File: config.mk
export PLATFORM = sky130hd
export DESIGN_NAME = dual_match_timer
export DESIGN_NICKNAME = d
export VERILOG_FILES = /design/src/rtl/tmr_pkg.sv /design/src/rtl/tmr_datapath.sv /design/src/rtl/tmr_ctrl.sv /design/src/rtl/dual_match_timer.sv
export SDC_FILE = /design/constraint.sdc
export NUM_CORES = 1
export LEC_CHECK = 0
export BUFFER_PORTS_ARGS = -buffer_cell sky130_fd_sc_hd__buf_2
export CORE_ASPECT_RATIO = 1.5
export CORE_UTILIZATION = 35
export DETAILED_ROUTE_END_ITERATION = 7
export HOLD_SLACK_MARGIN = 0.06
export SYNTH_ARGS = -nofsm -noshare
export SYNTH_HDL_FRONTEND = slang
export SYNTH_SLANG_ARGS = --single-unit
File: constraint.sdc
create_clock -name clk -period 2.39 [get_ports clk]
set_clock_uncertainty 0.2 [all_clocks]
set_input_delay 0 -clock clk [delete_from_list [all_inputs] [get_ports clk]]
set_output_delay 0 -clock clk [all_outputs]
set_load 0.05 [all_outputs]
File: src/rtl/tmr_pkg.sv
`timescale 1ns/1ps
package tmr_pkg;
  localparam int BUS_AW    = 4;
  localparam int NUM_MATCH = 2;

  localparam logic [BUS_AW-1:0] OFS_STATUS = 4'h0;
  localparam logic [BUS_AW-1:0] OFS_CTRL   = 4'h1;
  localparam logic [BUS_AW-1:0] OFS_TGT0   = 4'h2;  // channel i: high at OFS_TGT0+2i, low one above
  localparam logic [BUS_AW-1:0] OFS_CNTHI  = 4'hE;
  localparam logic [BUS_AW-1:0] OFS_CNTLO  = 4'hF;

  typedef enum logic [1:0] {
    SRC_DIV2    = 2'd0,
    SRC_CASCADE = 2'd1,
    SRC_SLOW    = 2'd2
  } cntSrc_t;

  // strobes from control to datapath
  typedef struct packed {
    logic [NUM_MATCH-1:0] wrHi;
    logic [NUM_MATCH-1:0] wrLo;
    logic                 snapLo;
  } dpStrb_t;
endpackage

File: src/rtl/tmr_datapath.sv
`timescale 1ns/1ps
module tmr_datapath
  import tmr_pkg::*;
#(
  parameter int CNT_W  = 10,
  parameter int DATA_W = 8,
  parameter int PRE_W  = 4
) (
  input  logic                 clk,
  input  logic                 rstN,
  input  dpStrb_t              strb,
  input  logic [DATA_W-1:0]    busWdata,
  input  logic                 cntEn,
  input  cntSrc_t              cntSrc,
  input  logic                 cascadeTick,
  output logic [NUM_MATCH-1:0] hit,
  output logic [CNT_W-DATA_W-1:0] cntHi,
  output logic [DATA_W-1:0]    cntSnap
);
  localparam int HI_W = CNT_W - DATA_W;

  logic [PRE_W-1:0] pre;
  logic             tick;
  logic [CNT_W-1:0] cnt;
  logic [CNT_W-1:0] cntNext;

  // prescaler runs only while enabled, restarts from zero otherwise
  always_ff @(posedge clk or negedge rstN) begin
    if (!rstN)      pre <= '0;
    else if (cntEn) pre <= pre + 1'b1;
    else            pre <= '0;
  end

  always_comb begin
    unique case (cntSrc)
      SRC_DIV2:    tick = cntEn && pre[0];
      SRC_CASCADE: tick = cntEn && cascadeTick;
      default:     tick = cntEn && (&pre);
    endcase
  end

  assign cntNext = cnt + 1'b1;

  always_ff @(posedge clk or negedge rstN) begin
    if (!rstN)     cnt <= '0;
    else if (tick) cnt <= cntNext;
  end

  always_ff @(posedge clk or negedge rstN) begin
    if (!rstN)            cntSnap <= '0;
    else if (strb.snapLo) cntSnap <= cnt[DATA_W-1:0];
  end

  assign cntHi = cnt[CNT_W-1 -: HI_W];

  for (genvar i = 0; i < NUM_MATCH; i++) begin : g_chan
    logic [HI_W-1:0]  pendHi;
    logic [CNT_W-1:0] target;

    always_ff @(posedge clk or negedge rstN) begin
      if (!rstN) begin
        pendHi <= '0;
        target <= '0;
      end else begin
        if (strb.wrHi[i]) pendHi <= busWdata[DATA_W-1 -: HI_W];
        if (strb.wrLo[i]) target <= {pendHi, busWdata};
      end
    end

    assign hit[i] = tick && (cntNext == target);

    // low-byte write lands in the active target
    p_target_load_r10: assert property (@(posedge clk) disable iff (!rstN)
      strb.wrLo[i] |=> target[DATA_W-1:0] == $past(busWdata));
  end

  // no movement without enable
  p_hold_disabled_r2: assert property (@(posedge clk) disable iff (!rstN)
    !cntEn |=> cnt == $past(cnt));

  // each tick moves the count by exactly one, modulo 2^CNT_W
  p_single_step_r6: assert property (@(posedge clk) disable iff (!rstN)
    tick |=> cnt == CNT_W'($past(cnt) + 1'b1));

  // divide-by-2 ticks never come back to back
  p_div2_spacing_r3: assert property (@(posedge clk) disable iff (!rstN)
    (tick && cntSrc == SRC_DIV2) |=> !(tick && cntSrc == SRC_DIV2));

  // high read captures the low byte
  p_snap_capture_r11: assert property (@(posedge clk) disable iff (!rstN)
    strb.snapLo |=> cntSnap == $past(cnt[DATA_W-1:0]));
endmodule

File: src/rtl/tmr_ctrl.sv
`timescale 1ns/1ps
module tmr_ctrl
  import tmr_pkg::*;
#(
  parameter int CNT_W  = 10,
  parameter int DATA_W = 8
) (
  input  logic                 clk,
  input  logic                 rstN,
  input  logic [BUS_AW-1:0]    busAddr,
  input  logic                 busWr,
  input  logic                 busRd,
  input  logic [DATA_W-1:0]    busWdata,
  input  logic [NUM_MATCH-1:0] hit,
  input  logic [CNT_W-DATA_W-1:0] cntHi,
  input  logic [DATA_W-1:0]    cntSnap,
  output dpStrb_t              strb,
  output logic                 cntEn,
  output cntSrc_t              cntSrc,
  output logic [DATA_W-1:0]    busRdata,
  output logic                 irqReq,
  output logic [1:0]           irqLevel
);
  localparam int HI_W = CNT_W - DATA_W;

  logic                 wrStatus, wrCtrl, rdStatus, rdCntHi;
  logic [NUM_MATCH-1:0] wrHiV, wrLoV;
  logic [NUM_MATCH-1:0] flag, intEn;
  logic [1:0]           srcBits, prio;
  logic                 runOn;

  assign wrStatus = busWr && (busAddr == OFS_STATUS);
  assign wrCtrl   = busWr && (busAddr == OFS_CTRL);
  assign rdStatus = busRd && (busAddr == OFS_STATUS);
  assign rdCntHi  = busRd && (busAddr == OFS_CNTHI);

  for (genvar i = 0; i < NUM_MATCH; i++) begin : g_dec
    assign wrHiV[i] = busWr && (busAddr == OFS_TGT0 + BUS_AW'(2*i));
    assign wrLoV[i] = busWr && (busAddr == OFS_TGT0 + BUS_AW'(2*i+1));
  end

  assign strb = '{wrHi: wrHiV, wrLo: wrLoV, snapLo: rdCntHi};

  always_ff @(posedge clk or negedge rstN) begin
    if (!rstN) begin
      runOn   <= 1'b0;
      intEn   <= '0;
      srcBits <= '0;
      prio    <= '0;
    end else begin
      if (wrStatus) begin
        runOn <= busWdata[0];
        intEn <= busWdata[NUM_MATCH:1];
      end
      if (wrCtrl) begin
        srcBits <= busWdata[3:2];
        prio    <= busWdata[1:0];
      end
    end
  end

  // a match wins over a clearing read in the same cycle
  for (genvar i = 0; i < NUM_MATCH; i++) begin : g_flag
    always_ff @(posedge clk or negedge rstN) begin
      if (!rstN)         flag[i] <= 1'b0;
      else if (hit[i])   flag[i] <= 1'b1;
      else if (rdStatus) flag[i] <= 1'b0;
    end

    // a match always raises its flag
    p_match_sets_r7: assert property (@(posedge clk) disable iff (!rstN)
      hit[i] |=> flag[i]);
    // status read clears a flag unless a match coincides
    p_read_clears_r8: assert property (@(posedge clk) disable iff (!rstN)
      (rdStatus && !hit[i]) |=> !flag[i]);
    // a status write never raises a flag
    p_write_no_set_r9: assert property (@(posedge clk) disable iff (!rstN)
      (wrStatus && !hit[i] && !flag[i]) |=> !flag[i]);
  end

  assign cntEn  = runOn;
  assign cntSrc = srcBits[1] ? SRC_SLOW : (srcBits[0] ? SRC_CASCADE : SRC_DIV2);

  always_comb begin
    busRdata = '0;
    if (busRd) begin
      unique case (busAddr)
        OFS_STATUS: begin
          busRdata[0]           = runOn;
          busRdata[NUM_MATCH:1] = flag;
        end
        OFS_CNTHI: busRdata[DATA_W-1 -: HI_W] = cntHi;
        OFS_CNTLO: busRdata = cntSnap;
        default:   busRdata = '0;
      endcase
    end
  end

  assign irqReq   = (|prio) && (|(flag & intEn));
  assign irqLevel = prio;

  // no request without a raised flag
  p_irq_needs_flag_r12: assert property (@(posedge clk) disable iff (!rstN)
    !(|flag) |-> !irqReq);
endmodule

File: src/rtl/dual_match_timer.sv
`timescale 1ns/1ps
module dual_match_timer
  import tmr_pkg::*;
#(
  parameter int CNT_W  = 10,
  parameter int DATA_W = 8,
  parameter int PRE_W  = 4
) (
  input  logic              clk,
  input  logic              rstN,
  input  logic [BUS_AW-1:0] busAddr,
  input  logic              busWr,
  input  logic              busRd,
  input  logic [DATA_W-1:0] busWdata,
  output logic [DATA_W-1:0] busRdata,
  input  logic              cascadeTick,
  output logic              irqReq,
  output logic [1:0]        irqLevel
);
  localparam int HI_W = CNT_W - DATA_W;

  dpStrb_t              strb;
  logic                 cntEn;
  cntSrc_t              cntSrc;
  logic [NUM_MATCH-1:0] hit;
  logic [HI_W-1:0]      cntHi;
  logic [DATA_W-1:0]    cntSnap;

  tmr_ctrl #(.CNT_W(CNT_W), .DATA_W(DATA_W)) u_ctrl (
    .clk(clk), .rstN(rstN), .busAddr(busAddr), .busWr(busWr), .busRd(busRd),
    .busWdata(busWdata), .hit(hit), .cntHi(cntHi), .cntSnap(cntSnap),
    .strb(strb), .cntEn(cntEn), .cntSrc(cntSrc), .busRdata(busRdata),
    .irqReq(irqReq), .irqLevel(irqLevel)
  );

  tmr_datapath #(.CNT_W(CNT_W), .DATA_W(DATA_W), .PRE_W(PRE_W)) u_dp (
    .clk(clk), .rstN(rstN), .strb(strb), .busWdata(busWdata), .cntEn(cntEn),
    .cntSrc(cntSrc), .cascadeTick(cascadeTick), .hit(hit), .cntHi(cntHi),
    .cntSnap(cntSnap)
  );
endmodule

# ---- Word-level counts from Yosys, hierarchy flattened
# Index checks and enable logic that the tools add are counted.
dict set report totals {
  reg_bits 55
  input_bits 17
  output_inout_bits 11
  word_cells 58
}
dict set report classes {
  add_sub_neg 2
  eq_ne 10
  n_mux 11
  bitwise_logic 1
  n_reduce_logical 21
}
# op n
set ops {}
lappend ops {{10-bit equality test} 2}
lappend ops {{1-bit logical AND} 14}
lappend ops {{10-bit by 1-bit adder with 10-bit output (second input constant)} 1}
lappend ops {{4-bit by 2-bit equality test with 1-bit output (second input constant)} 2}
lappend ops {{4-bit by 3-bit equality test with 1-bit output (second input constant)} 2}
lappend ops {{4-bit equality test (second input constant)} 2}
lappend ops {{8-bit 2-to-1 mux} 1}
lappend ops {{3-bit case mux with 2 select lines} 1}
lappend ops {{4-bit by 1-bit adder with 4-bit output (second input constant)} 1}
lappend ops {{4-bit by 1-bit equality test with 1-bit output (second input constant)} 1}
lappend ops {{4-bit logical NOT} 1}
lappend ops {{1-bit 2-to-1 mux} 4}
lappend ops {{4-bit 2-to-1 mux} 1}
lappend ops {{2-bit case mux with 2 select lines} 1}
lappend ops {{4-bit AND reduction} 1}
lappend ops {{2-bit nonzero test} 2}
lappend ops {{2-bit OR reduction} 2}
lappend ops {{3-bit 2-to-1 mux} 1}
lappend ops {{2-bit AND} 1}
lappend ops {{2-bit by 1-bit equality test with 1-bit output (second input constant)} 1}
lappend ops {{2-bit logical NOT} 1}
lappend ops {{2-bit 2-to-1 mux} 1}
lappend ops {{1-bit case mux with 2 select lines} 1}

# ---- Depth between registers and ports, before layout
# Gate-level depths: netlist (run 1).
dict set report depth {
  word_depth 6
  mapped_depth 7
  depth_no_buf 7
}

# ---- By module
# From an unflattened synthesis (run 1), not the netlist that was laid out.
dict set report unflattened {
  hier_cells 256
  area_unflattened_um2 2932.8
}
# module instances cells_per_inst area_per_inst_um2 seq_area_each_um2
set modules_own_cells {}
lappend modules_own_cells {tmr_datapath 1 207 2399.8 1151.1}
lappend modules_own_cells {tmr_ctrl 1 49 533.0 225.2}

# ---- Least setup slack after synthesis (run 1)
# Ideal clock, no wire load.
dict set report synth_path {
  kind {register to register}
  startpoint {register u_dp.cnt[1]}
  endpoint {register u_ctrl.flag[1]}
  setup_time_ns 0.092
  arrival_time_ns 1.880
  required_ns 2.098
  setup_slack_ns 0.218
  stages_incl_launch_ff 6
  path_buffers 0
  synth_period_minus_slack_ns 2.172
  cell_sequence {dfrtp_1 -> ha_1 -> xor2_1 -> or4_1 -> a2111o_1 -> o31ai_2}
}
dict set report synth_via {
  elab_chain_cells 4
  elab_cells_between_ends 5
  classes_between {add/sub: 1; eq/ne: 1; mux: 1; reduce/logical: 2}
}
# item line_no
set synth_rtl {}
lappend synth_rtl {{from (decl)} tmr_datapath.sv:24} ;# logic [CNT_W-1:0] cnt;
lappend synth_rtl {{from (signal assigned)} tmr_datapath.sv:46} ;# else if (tick) cnt <= cntNext;
lappend synth_rtl {{10-bit by 1-bit adder with 10-bit output (*)} tmr_datapath.sv:42} ;# assign cntNext = cnt + 1'b1;
lappend synth_rtl {{named net u_dp.cntNext[1]} tmr_datapath.sv:25} ;# logic [CNT_W-1:0] cntNext;
lappend synth_rtl {{10-bit equality test (*)} tmr_datapath.sv:70} ;# assign hit[i] = tick && (cntNext == target);
lappend synth_rtl {{1-bit logical AND (*)} tmr_datapath.sv:70}
lappend synth_rtl {{1-bit 2-to-1 mux / 2-bit nonzero test (equally long branches)} --}
lappend synth_rtl {{to (signal, indexed assignment)} tmr_ctrl.sv:65} ;# if (!rstN) flag[i] <= 1'b0;
lappend synth_rtl {{to (signal, indexed assignment)} tmr_ctrl.sv:66} ;# else if (hit[i]) flag[i] <= 1'b1;
lappend synth_rtl {{to (signal, indexed assignment)} tmr_ctrl.sv:67} ;# else if (rdStatus) flag[i] <= 1'b0;
lappend synth_rtl {{to (decl)} tmr_ctrl.sv:28} ;# logic [NUM_MATCH-1:0] flag, intEn;
# Mark *: on every way through the listed nets, which the timed path passes. The rest lies on a longest branch.
# A chain may end at the register's enable or synchronous reset.

# ---- Final worst setup path (run 1)
# Ends and elaborated chain as after synthesis.

==> results_tabular.tex, run 1 <==
\begin{tabular}{lr}
\hline
Metric & Value \\
\hline
\multicolumn{2}{l}{\textbf{Finish}} \\
Area added between synthesis and finish & 21.1\% \\
Fin nets & around 310 \\
Post-route non-filler standard cell count & 400 \\
Fraction of layout cells with a size suffix above 1 & between 30\% and 40\% \\
Diode count & 0 \\
Final non-filler cell area & 3470 um\^{}2 \\
\multicolumn{2}{l}{\textbf{GRT}} \\
Initial antenna violation count & 0 \\
Overall global routing resource usage & 16.4\% \\
Via count of the first global-routing pass & $\sim$2,200 \\
GRT overflow & 0 \\
Largest net degree at the start of global routing & 38 \\
First-pass GRT wire length & between 10,000 and 15,000 um \\
\multicolumn{2}{l}{\textbf{Clock tree}} \\
TritonCTS clock tree & built \\
Number of buffers created by CTS & 5 \\
Post-CTS setup buffers & 0 \\
Clk pin slew, worst setup/hold paths & $\sim$0.070 ns \\
PostCTS Resize Cnt & 0 \\
Depth of the CTS H-tree & 2 \\
Clock tree buffer depth & 2 \\
Post-CTS Hold Fix Bufs & 15 \\
Clock tree sinks & 55 \\
Clock latency at the later pin of the worst-skew pair & between 0.2 and 0.3 ns \\
Cell at the root of the clock tree & sky130\_fd\_sc\_hd\_\_clkbuf\_16 \\
\multicolumn{2}{l}{\textbf{STA}} \\
Transition at the pin with the smallest max-transition slack & $\sim$0.82 ns \\
Share of the clock period used by the worst path & 96.0\% \\
Max Freq & between 0.4 and 0.5 GHz \\
Min setup slack post-route & 0.0958 ns \\
Minimum period implied by the final worst setup slack & roughly 2.3 ns \\
Setup total negative slack & 0 ns \\
Setup repair after global routing missed its margin & false \\
Number of setup violations in the final report & 0 \\
Final hold vios & 0 \\
Max transition margin & a little under half \\
Final Max Tran Viols & 0 \\
\multicolumn{2}{l}{\textbf{Logic synthesis}} \\
Proportion of netlist area held by the largest area contributor & 48.1\% \\
Net count after synthesis & $\sim$270 \\
Cell count after synthesis & 250 \\
Area leader, netlist & sky130\_fd\_sc\_hd\_\_dfrtp\_1 \\
Post-synthesis cell area & around 2900 um\^{}2 \\
Proportion of synthesized chip area in sequential cells & 48.1\% \\
Synth area leaders & sky130\_fd\_sc\_hd\_\_dfrtp\_1, sky130\_fd\_sc\_hd\_\_mux2\_2, sky130\_fd\_sc\_hd\_\_xnor2\_1 \\
Primary FF master, synth & sky130\_fd\_sc\_hd\_\_dfrtp\_1 \\
Yosys Warn Count & 0 \\
Fraction of registers with async set/reset & 100\% \\
Count of distinct cell types in the synthesized netlist & 52 \\
Post-synth EDFFs & 0 \\
Average cell area after synthesis & approximately 11 um\^{}2 \\
Synthesized flop and latch total & 55 \\
\multicolumn{2}{l}{\textbf{Pwr}} \\
Total power divided by cell area & 844 nW/um\^{}2 \\
Largest vdd supply drop & between 500 and 600 uV \\
Post-layout total power & 2.93 mW \\
Leakage power summed over all cells & between 1.5 and 2 nW \\
\multicolumn{2}{l}{\textbf{Placement}} \\
Placed cell count & roughly 380 \\
Global placement routability congestion & around 0.9 \\
Total of buffers placed on input and output ports & 27 \\
Area of placed instances & 3130 um\^{}2 \\
Dpl hpwl & 4530 um \\
Setup slack at placement & about 0.14 ns \\
\multicolumn{2}{l}{\textbf{Route}} \\
DRC violations left & 0 \\
First drt pass iteration count & 4 \\
Via count normalized by instance count & 5.06 \\
Residual antenna-violating net count after detailed routing & 0 \\
Final wirelength & slightly above 6000 um \\
Initial drt markers & between 70 and 80 \\
Overall via count from detail\_route & a little over 2,000 \\
Average detailed-routed wire length per instance & 15.4 um \\
\multicolumn{2}{l}{\textbf{Critical path}} \\
Worst endpoint data arrival time & approximately 2.3 ns \\
CP Max Fanout & 5 \\
Kind of critical path & reg2reg \\
Startpoint types & flop \\
Worst setup EP type & flop \\
Worst path required time & between 2 and 2.5 ns \\
\multicolumn{2}{l}{\textbf{Die}} \\
Horizontal extent of the die & $\sim$76 um \\
Placeable core region & a little under 8000 um\^{}2 \\
DIE HEIGHT & roughly 110 um \\
Row count & 40 \\
Initial Util & a little over a third \\
Total I/O pin count & 28 \\
Area of the die & 8550 um\^{}2 \\
\multicolumn{2}{l}{\textbf{Hold path}} \\
Path category of the worst min-delay check & in2async \\
\multicolumn{2}{l}{\textbf{Run status}} \\
Run status & finished clean \\
\multicolumn{2}{l}{\textbf{Run}} \\
Max Cap Violations & 0 \\
\hline
\end{tabular}
-- cells in the final DEF, fill, tap and decap left out, drive strengths merged, types with 3 or more instances in the layout --
cell type and instances:
dfrtp 55, nand2b 3, inv 4, dlygate4sd3 15
nor3 6, mux2 39, buf 34, nor2 18
o21ai 3, and3 6, clkbuf 6, a22o 5
nand3 12, nand2 13, a21oi 3, xor2 14
xnor2 18, and2 6
-- path summary, 6_finish.rpt --
check / cells after the start / start / slack, ns / endpoint
worst max-delay path: 5 / u_dp.cnt[1] / 0.1 / u_ctrl.flag[1]
worst min-delay path: 2 / rstN / 0.14 / u_dp.cntSnap[3]
worst max register to register: 5 / u_dp.cnt[1] / 0.1 / u_ctrl.flag[1]
worst min register to register: 1 / u_dp.pre[0] / 0.29 / u_dp.pre[0]
max in group asynchronous: 3 / rstN / 1.19 / u_dp.cntSnap[1]
min in group clk: 7 / cascadeTick / 0.17 / u_dp.cnt[1]
-- layer usage --
layer / vias to the layer above / GRT usage [%] / wire, um
li1: 971 / - / -
met1: 1007 / 19.1 / 2520
met2: 32 / 28.7 / 3330
met3: 13 / 2.94 / 119
met4: 0 / 6.91 / 179
met5: - / 0 / 0
-- synth_stat cells (3+ instances only) --
library cell               number
sky130_fd_sc_hd__a22o_1         5
sky130_fd_sc_hd__nand3_1        9
sky130_fd_sc_hd__and3_1         4
sky130_fd_sc_hd__xor2_1        13
sky130_fd_sc_hd__clkbuf_1       8
sky130_fd_sc_hd__and2_1         6
sky130_fd_sc_hd__nor3_1         6
sky130_fd_sc_hd__a21oi_1        3
sky130_fd_sc_hd__nor2_1        17
sky130_fd_sc_hd__nand2_1       13
sky130_fd_sc_hd__inv_1          4
sky130_fd_sc_hd__nand2b_1       3
sky130_fd_sc_hd__dfrtp_1       55
sky130_fd_sc_hd__mux2_2        39
sky130_fd_sc_hd__xnor2_1       18
-- cell families after synthesis --
group	count (synthesis)	synth area share, %
xor gates and xnor gates	32	10.1
DFF	55	48.1
buffers and inverters	16	2.62
adders and majority gates	4	1.57
AOI/OAI and AO/OA	25	6.64
muxes	41	16.0
and+or+nand+nor	77	15.0
-- power breakdown --
group | total [mW] | internal (mW) | switching [mW]
clock network | 0.930 | 0.601 | 0.329
logic | 0.683 | 0.359 | 0.324
registers | 1.31 | 1.12 | 0.193
total | 2.93 | 2.08 | 0.846
-- sequential cells by signal, summed over array words and instances, names as in the netlist --
name / count
u_dp.cnt: 10
u_ctrl.cntEn: 1
u_ctrl.intEn: 2
u_dp.g_chan.pendHi: 4
u_dp.cntSnap: 8
u_dp.g_chan.target: 20
u_dp.pre: 4
u_ctrl.irqLevel: 2
u_ctrl.flag: 2
u_ctrl.srcBits: 2
-- critical path: stages, from the launching register on --
cell                       delay, ns
sky130_fd_sc_hd__dfrtp_1        0.43
sky130_fd_sc_hd__ha_1           0.34
sky130_fd_sc_hd__xor2_1         0.17
sky130_fd_sc_hd__or4_1          0.51
sky130_fd_sc_hd__a2111o_1       0.36
sky130_fd_sc_hd__o31ai_2        0.18
-- cell type report --
cell class / count / area, um^2
Fill cell: 758 / 4490
Multi-Input combinational cell: 179 / 1420
Sequential cell: 55 / 1380
Timing Repair Buffer: 49 / 338
Tap cell: 105 / 131
Clock buffer: 6 / 129
Clock inverter: 2 / 60.1
Inverter: 4 / 15.0
-- metrics by stage --
stage	utilization [%]	hold slack (ns)
5_1_grt	43.6	0.228
6_report	43.6	0.138
3_3_place_gp	39.3	-0.0609
4_1_cts	43.6	0.179
2_1_floorplan	-	-0.496
3_5_place_dp	39.3	-0.0543
No activity file was read; power rests on OpenSTA's default activity.
==> run 2: changes to the inputs <==
BUFFER_PORTS_ARGS = -buffer_cell sky130_fd_sc_hd__clkbuf_2   (was -buffer_cell sky130_fd_sc_hd__buf_2)
CTS_CLUSTER_DIAMETER = 30   (was unset)
==> results_tabular.tex, run 2 (synthesis results as in run 1) <==
\begin{tabular}{lr}
\hline
Metric & Value \\
\hline
\multicolumn{2}{l}{\textbf{GRT}} \\
GRT overflow & 0 \\
Via count of the first global-routing pass & $\sim$2,100 \\
Initial antenna violation count & 0 \\
Largest net degree at the start of global routing & 56 \\
Overall global routing resource usage & around 17\% \\
First-pass GRT wire length & 10,400 um \\
\multicolumn{2}{l}{\textbf{Clock tree}} \\
Depth of the CTS H-tree & 2 \\
TritonCTS clock tree & built \\
Clock latency at the later pin of the worst-skew pair & roughly 0.30 ns \\
Clock tree sinks & 55 \\
Clk pin slew, worst setup/hold paths & 0.07 ns \\
Clock tree buffer depth & 2 \\
PostCTS Resize Cnt & 0 \\
Cell at the root of the clock tree & sky130\_fd\_sc\_hd\_\_clkbuf\_16 \\
Number of buffers created by CTS & 5 \\
Post-CTS setup buffers & 0 \\
\multicolumn{2}{l}{\textbf{Hold path}} \\
Path category of the worst min-delay check & in2reg \\
\multicolumn{2}{l}{\textbf{STA}} \\
Minimum period implied by the final worst setup slack & $\sim$2.3 ns \\
Setup total negative slack & 0 ns \\
Number of setup violations in the final report & 0 \\
Max transition margin & 53.8\% \\
Worst Hold Slack & roughly 0.15 ns \\
Max Freq & between 0.4 and 0.5 GHz \\
Final hold vios & 0 \\
Share of the clock period used by the worst path & 96.7\% \\
Setup repair after global routing missed its margin & false \\
Final Max Tran Viols & 0 \\
Transition at the pin with the smallest max-transition slack & 0.693 ns \\
\multicolumn{2}{l}{\textbf{Critical path}} \\
Cell Chain, Critical Path & ha\_1, xor2\_1, or4\_1, a2111o\_1, o31ai\_2 \\
Startpoint types & flop \\
Worst endpoint data arrival time & 2.32 ns \\
CP Max Fanout & 5 \\
Worst setup EP type & flop \\
Crit-path slowest cell & sky130\_fd\_sc\_hd\_\_or4\_1 \\
Kind of critical path & reg2reg \\
Slowest stage delay, CP & approximately 0.53 ns \\
Worst path required time & 2.40 ns \\
\multicolumn{2}{l}{\textbf{Finish}} \\
Reg area & 1380 um\^{}2 \\
Post-route non-filler standard cell count & 399 \\
Final non-filler cell area & 3420 um\^{}2 \\
Count of fill cells added during filler insertion & 759 \\
Fin nets & between 300 and 400 \\
Combined area of the multi-input logic cells & approximately 1400 um\^{}2 \\
Area added between synthesis and finish & 19.4\% \\
Number of flip-flops under the largest register name & 20 \\
Commonest cells after routing, fill and taps aside & sky130\_fd\_sc\_hd\_\_dfrtp\_1, sky130\_fd\_sc\_hd\_\_mux2\_2, sky130\_fd\_sc\_hd\_\_clkbuf\_2, sky130\_fd\_sc\_hd\_\_xnor2\_1, sky130\_fd\_sc\_hd\_\_nor2\_1 \\
Commonest non-fill, non-tap cell in the layout & sky130\_fd\_sc\_hd\_\_dfrtp\_1 \\
Registers with the most flip-flops & u\_dp.g\_chan.target x20, u\_dp.cnt x10, u\_dp.cntSnap x8 \\
Fraction of layout cells with a size suffix above 1 & between 30\% and 40\% \\
Largest register by flop count & u\_dp.g\_chan.target \\
Diode count & 0 \\
\multicolumn{2}{l}{\textbf{Pwr}} \\
Internal power & around 1.9 mW \\
Net Sw Frac & slightly above 30\% \\
Largest vdd supply drop & roughly 570 uV \\
Leakage power summed over all cells & between 1.5 and 2 nW \\
Power dissipated by switching net loads & $\sim$0.83 mW \\
Total power divided by cell area & 791 nW/um\^{}2 \\
Part of the power in registers & approximately half \\
Proportion of power drawn by combinational gates & 26.1\% \\
Clock network power share & 25.8\% \\
\multicolumn{2}{l}{\textbf{Route}} \\
DRC violations left & 0 \\
Overall via count from detail\_route & $\sim$2,000 \\
First drt pass iteration count & 4 \\
Residual antenna-violating net count after detailed routing & 0 \\
Via count normalized by instance count & 4.95 \\
Final wirelength & 6050 um \\
Initial drt markers & 65 \\
Average detailed-routed wire length per instance & 15.2 um \\
\multicolumn{2}{l}{\textbf{Die}} \\
Row count & 40 \\
Horizontal extent of the die & 75.8 um \\
DIE HEIGHT & 113 um \\
Area of the die & between 8000 and 9000 um\^{}2 \\
Total I/O pin count & 28 \\
Placeable core region & between 7000 and 8000 um\^{}2 \\
Initial Util & between 30\% and 40\% \\
\multicolumn{2}{l}{\textbf{Placement}} \\
Total of buffers placed on input and output ports & 27 \\
Global placement routability congestion & between 0.8 and 0.9 \\
Area of placed instances & between 3000 and 4000 um\^{}2 \\
Dpl hpwl & 4440 um \\
Placed cell count & 378 \\
\multicolumn{2}{l}{\textbf{Run}} \\
Max Cap Violations & 0 \\
\multicolumn{2}{l}{\textbf{Run status}} \\
Run status & finished clean \\
\hline
\end{tabular}
-- run 2: cell count changes in the layout (fill, tap and decap cells not counted), sizes merged --
cell / before / now
buf: 34 / 8
clkinvlp: 0 / 1
bufinv: 2 / 0
clkbuf: 6 / 32
-- run 2: path summary, 6_finish.rpt --
kind                        startpoint              end  slack, ns  cells past startpoint
setup / recovery           u_dp.cnt[1]   u_ctrl.flag[1]       0.08                      5
hold / removal             cascadeTick      u_dp.cnt[0]       0.15                      6
setup reg to reg           u_dp.cnt[1]   u_ctrl.flag[1]       0.08                      5
hold reg to reg            u_dp.pre[0]      u_dp.pre[0]       0.28                      1
max in group asynchronous         rstN  u_ctrl.intEn[0]       1.36                      3
min in group asynchronous         rstN  u_dp.cntSnap[3]       0.17                      3
-- run 2: timing repair --
| item | 4_1_cts | 5_1_grt |
|---|---|---|
| endpoints found under the hold margin | 84 | 0 |
| endpoints found under the setup margin | 0 | 0 |
| hold buffers | 15 | 0 |
-- run 2: through the flow --
stage | total power [mW] | utilization, % | worst slack [ns]
6_report | 2.70 | 43.0 | 0.0791
5_1_grt | 2.86 | 43.0 | 0.0169
4_1_cts | 2.73 | 43.0 | 0.0642
3_5_place_dp | 2.01 | 39.4 | 0.0760
3_3_place_gp | 1.99 | 39.4 | 0.139
2_1_floorplan | 1.81 | - | 0.218
-- run 2: final cells by class --
type	count	area share (%)
clock inverter	1	0.220
sequential	55	40.3
multi-input combinational	179	41.5
inverter	4	0.439
tap	105	3.84
clock buffer	5	3.66
timing repair buffer	50	10.1
-- run 2: critical path, delay by kind of cell (launching register included) --
family,cells,cell delay (ns)
flops,1,0.43
fa+ha+maj,1,0.35
simple gates,1,0.53
compound gates,2,0.54
xor+xnor,1,0.17
-- run 2: routing by layer --
metal / share of wire, % / GRT usage [%] / up-vias
met2: 54 / 28.5 / 33
met1: 40 / 18.7 / 967
met5: 0 / 0 / -
met4: 3.2 / 7.90 / 0
met3: 2.5 / 3.65 / 12
li1: - / - / 964
-- run 2: power groups by stage --
stage | sequential, mW | clock, mW | combinational (mW)
finish | 1.30 | 0.697 | 0.706
global route | 1.33 | 0.750 | 0.777
CTS | 1.30 | 0.715 | 0.716
detailed placement | 1.32 | 0 | 0.694
global placement | 1.31 | 0 | 0.676
floorplan | 1.28 | 0 | 0.530
==> run 3: changes to the inputs <==
CTS_BUF_LIST = sky130_fd_sc_hd__clkbuf_8   (was unset)
==> results_tabular.tex, run 3 (synthesis results as in run 1) <==
\begin{tabular}{lr}
\hline
Metric & Value \\
\hline
\multicolumn{2}{l}{\textbf{STA}} \\
Max transition margin & a little over half \\
Share of the clock period used by the worst path & between 90 and 100\% \\
Transition at the pin with the smallest max-transition slack & 0.681 ns \\
Setup repair after global routing missed its margin & false \\
Setup total negative slack & 0 ns \\
Final Max Tran Viols & 0 \\
Final hold vios & 0 \\
Number of setup violations in the final report & 0 \\
Max Freq & $\sim$0.43 GHz \\
Minimum period implied by the final worst setup slack & around 2.3 ns \\
\multicolumn{2}{l}{\textbf{Die}} \\
Area of the die & roughly 8600 um\^{}2 \\
Row count & 40 \\
DIE HEIGHT & about 110 um \\
Total I/O pin count & 28 \\
Placeable core region & $\sim$8000 um\^{}2 \\
Horizontal extent of the die & 75.8 um \\
Initial Util & between 30 and 40\% \\
\multicolumn{2}{l}{\textbf{GRT}} \\
GRT overflow & 0 \\
Largest net degree at the start of global routing & 56 \\
Overall global routing resource usage & around 16\% \\
Via count of the first global-routing pass & about 2,100 \\
First-pass GRT wire length & between 10,000 and 15,000 um \\
Initial antenna violation count & 0 \\
\multicolumn{2}{l}{\textbf{Finish}} \\
Largest register by flop count & u\_dp.g\_chan.target \\
Commonest non-fill, non-tap cell in the layout & sky130\_fd\_sc\_hd\_\_dfrtp\_1 \\
Diode count & 0 \\
Registers with the most flip-flops & u\_dp.g\_chan.target x20, u\_dp.cnt x10, u\_dp.cntSnap x8 \\
Number of flip-flops under the largest register name & 20 \\
Fraction of layout cells with a size suffix above 1 & between 30\% and 40\% \\
Fin nets & between 300 and 400 \\
Commonest cells after routing, fill and taps aside & sky130\_fd\_sc\_hd\_\_dfrtp\_1, sky130\_fd\_sc\_hd\_\_mux2\_2, sky130\_fd\_sc\_hd\_\_clkbuf\_2, sky130\_fd\_sc\_hd\_\_xnor2\_1, sky130\_fd\_sc\_hd\_\_nor2\_1 \\
Area added between synthesis and finish & 17.4\% \\
\multicolumn{2}{l}{\textbf{Route}} \\
Final wirelength & between 6000 and 7000 um \\
Initial drt markers & 66 \\
DRC violations left & 0 \\
Overall via count from detail\_route & about 2,000 \\
Average detailed-routed wire length per instance & between 15 and 20 um \\
Via count normalized by instance count & 4.95 \\
Residual antenna-violating net count after detailed routing & 0 \\
First drt pass iteration count & 4 \\
\multicolumn{2}{l}{\textbf{Placement}} \\
Global placement routability congestion & just over 0.8 \\
Dpl hpwl & 4440 um \\
Total of buffers placed on input and output ports & 27 \\
\multicolumn{2}{l}{\textbf{Critical path}} \\
Worst setup EP type & flop \\
Worst endpoint data arrival time & approximately 2.3 ns \\
Startpoint types & flop \\
Slowest stage delay, CP & $\sim$0.52 ns \\
CP Max Fanout & 5 \\
Crit-path slowest cell & sky130\_fd\_sc\_hd\_\_or4\_1 \\
Worst path required time & roughly 2.4 ns \\
Kind of critical path & reg2reg \\
Cell Chain, Critical Path & ha\_1, xor2\_1, or4\_1, a2111o\_1, o31ai\_2 \\
\multicolumn{2}{l}{\textbf{Hold path}} \\
Path category of the worst min-delay check & in2reg \\
\multicolumn{2}{l}{\textbf{Pwr}} \\
Clock network power share & $\sim$20\% \\
Power dissipated by switching net loads & approximately 0.81 mW \\
Internal power & 1.69 mW \\
Total power divided by cell area & 743 nW/um\^{}2 \\
Proportion of power drawn by combinational gates & 28.3\% \\
Largest vdd supply drop & around 480 uV \\
Net Sw Frac & between 30\% and 40\% \\
Leakage power summed over all cells & between 1 and 1.5 nW \\
Post-layout total power & approximately 2.5 mW \\
Part of the power in registers & 52.0\% \\
\multicolumn{2}{l}{\textbf{Clock tree}} \\
PostCTS Resize Cnt & 0 \\
Cell at the root of the clock tree & sky130\_fd\_sc\_hd\_\_clkbuf\_8 \\
Clock tree buffer depth & 2 \\
TritonCTS clock tree & built \\
Number of buffers created by CTS & 5 \\
Depth of the CTS H-tree & 2 \\
Clock latency at the later pin of the worst-skew pair & about 0.32 ns \\
Clock tree sinks & 55 \\
Clk pin slew, worst setup/hold paths & roughly 0.10 ns \\
\multicolumn{2}{l}{\textbf{Run}} \\
Max Cap Violations & 0 \\
\multicolumn{2}{l}{\textbf{Run status}} \\
Run status & finished clean \\
\hline
\end{tabular}
[run 3: changes by cell type in the layout (fill, tap and decap cells not counted)]
cell and change:
sky130_fd_sc_hd__clkbuf_8 +5, sky130_fd_sc_hd__clkbuf_16 -5
[run 3: final cells by class]
class / count / area (um^2)
fill: 764 / 4600
multi-input combinational: 179 / 1420
sequential: 55 / 1380
timing repair buffer: 50 / 345
tap: 105 / 131
clock buffer: 5 / 68.8
inverter: 4 / 15.0
clock inverter: 1 / 7.51
[run 3: power by group through the flow]
stage                     clock (mW)  combinational [mW]  sequential, mW
after floorplan                    0               0.530            1.28
after global routing           0.533               0.778            1.33
after detailed placement           0               0.694            1.32
after CTS                      0.509               0.716            1.30
final                          0.493               0.707            1.30
after global placement             0               0.676            1.31
[run 3: repair_timing]
action                                 in CTS  in global routing
setup buffers                               0                  0
endpoints found under the hold margin      84                  0
hold buffers                               15                  0
[run 3: through the flow]
| step | cell area (um^2) | util [%] | cells | hold slack, ns | setup slack [ns] |
|---|---|---|---|---|---|
| after floorplan | 2860 | - | 250 | -0.496 | 0.218 |
| after global placement | 3140 | 39.4 | 378 | -0.0288 | 0.139 |
| after detailed placement | 3140 | 39.4 | 378 | -0.0180 | 0.0760 |
| after CTS | 3360 | 42.2 | 399 | 0.118 | 0.0589 |
| after global routing | 3360 | 42.2 | 399 | 0.180 | 0.00493 |
| final | 3360 | 42.2 | 399 | 0.113 | 0.0760 |
[run 3: final timing paths]
| path | from | endpoint | slack (ns) | cells past startpoint |
|---|---|---|---|---|
| worst min-delay path | cascadeTick | u_dp.cnt[0] | 0.11 | 6 |
| worst min register to register | u_dp.pre[0] | u_dp.pre[0] | 0.29 | 1 |
| max in group asynchronous | rstN | u_ctrl.intEn[0] | 1.40 | 3 |
| min in group asynchronous | rstN | u_dp.cnt[3] | 0.13 | 3 |
| worst max-delay path | u_dp.cnt[1] | u_ctrl.flag[1] | 0.08 | 5 |
| worst max register to register | u_dp.cnt[1] | u_ctrl.flag[1] | 0.08 | 5 |
[run 3: worst max-delay path: cells and delay by family, from the launching register on]
kind	cells	cell delay (ns)
AO/OA/AOI/OAI	2	0.54
AND/OR/NAND/NOR	1	0.52
flip-flops	1	0.44
adder cells (fa/ha/maj)	1	0.35
XOR/XNOR	1	0.18
[run 3: layer usage]
| layer | share of wire [%] | wire length (um) | GRT usage (%) | vias to the layer above |
|---|---|---|---|---|
| met1 | 41 | 2490 | 18.4 | 967 |
| met5 | 0 | 0 | 0 | - |
| li1 | - | - | - | 963 |
| met4 | 2.4 | 143 | 5.80 | 0 |
| met2 | 54 | 3250 | 28.6 | 36 |
| met3 | 2.5 | 151 | 3.12 | 10 |
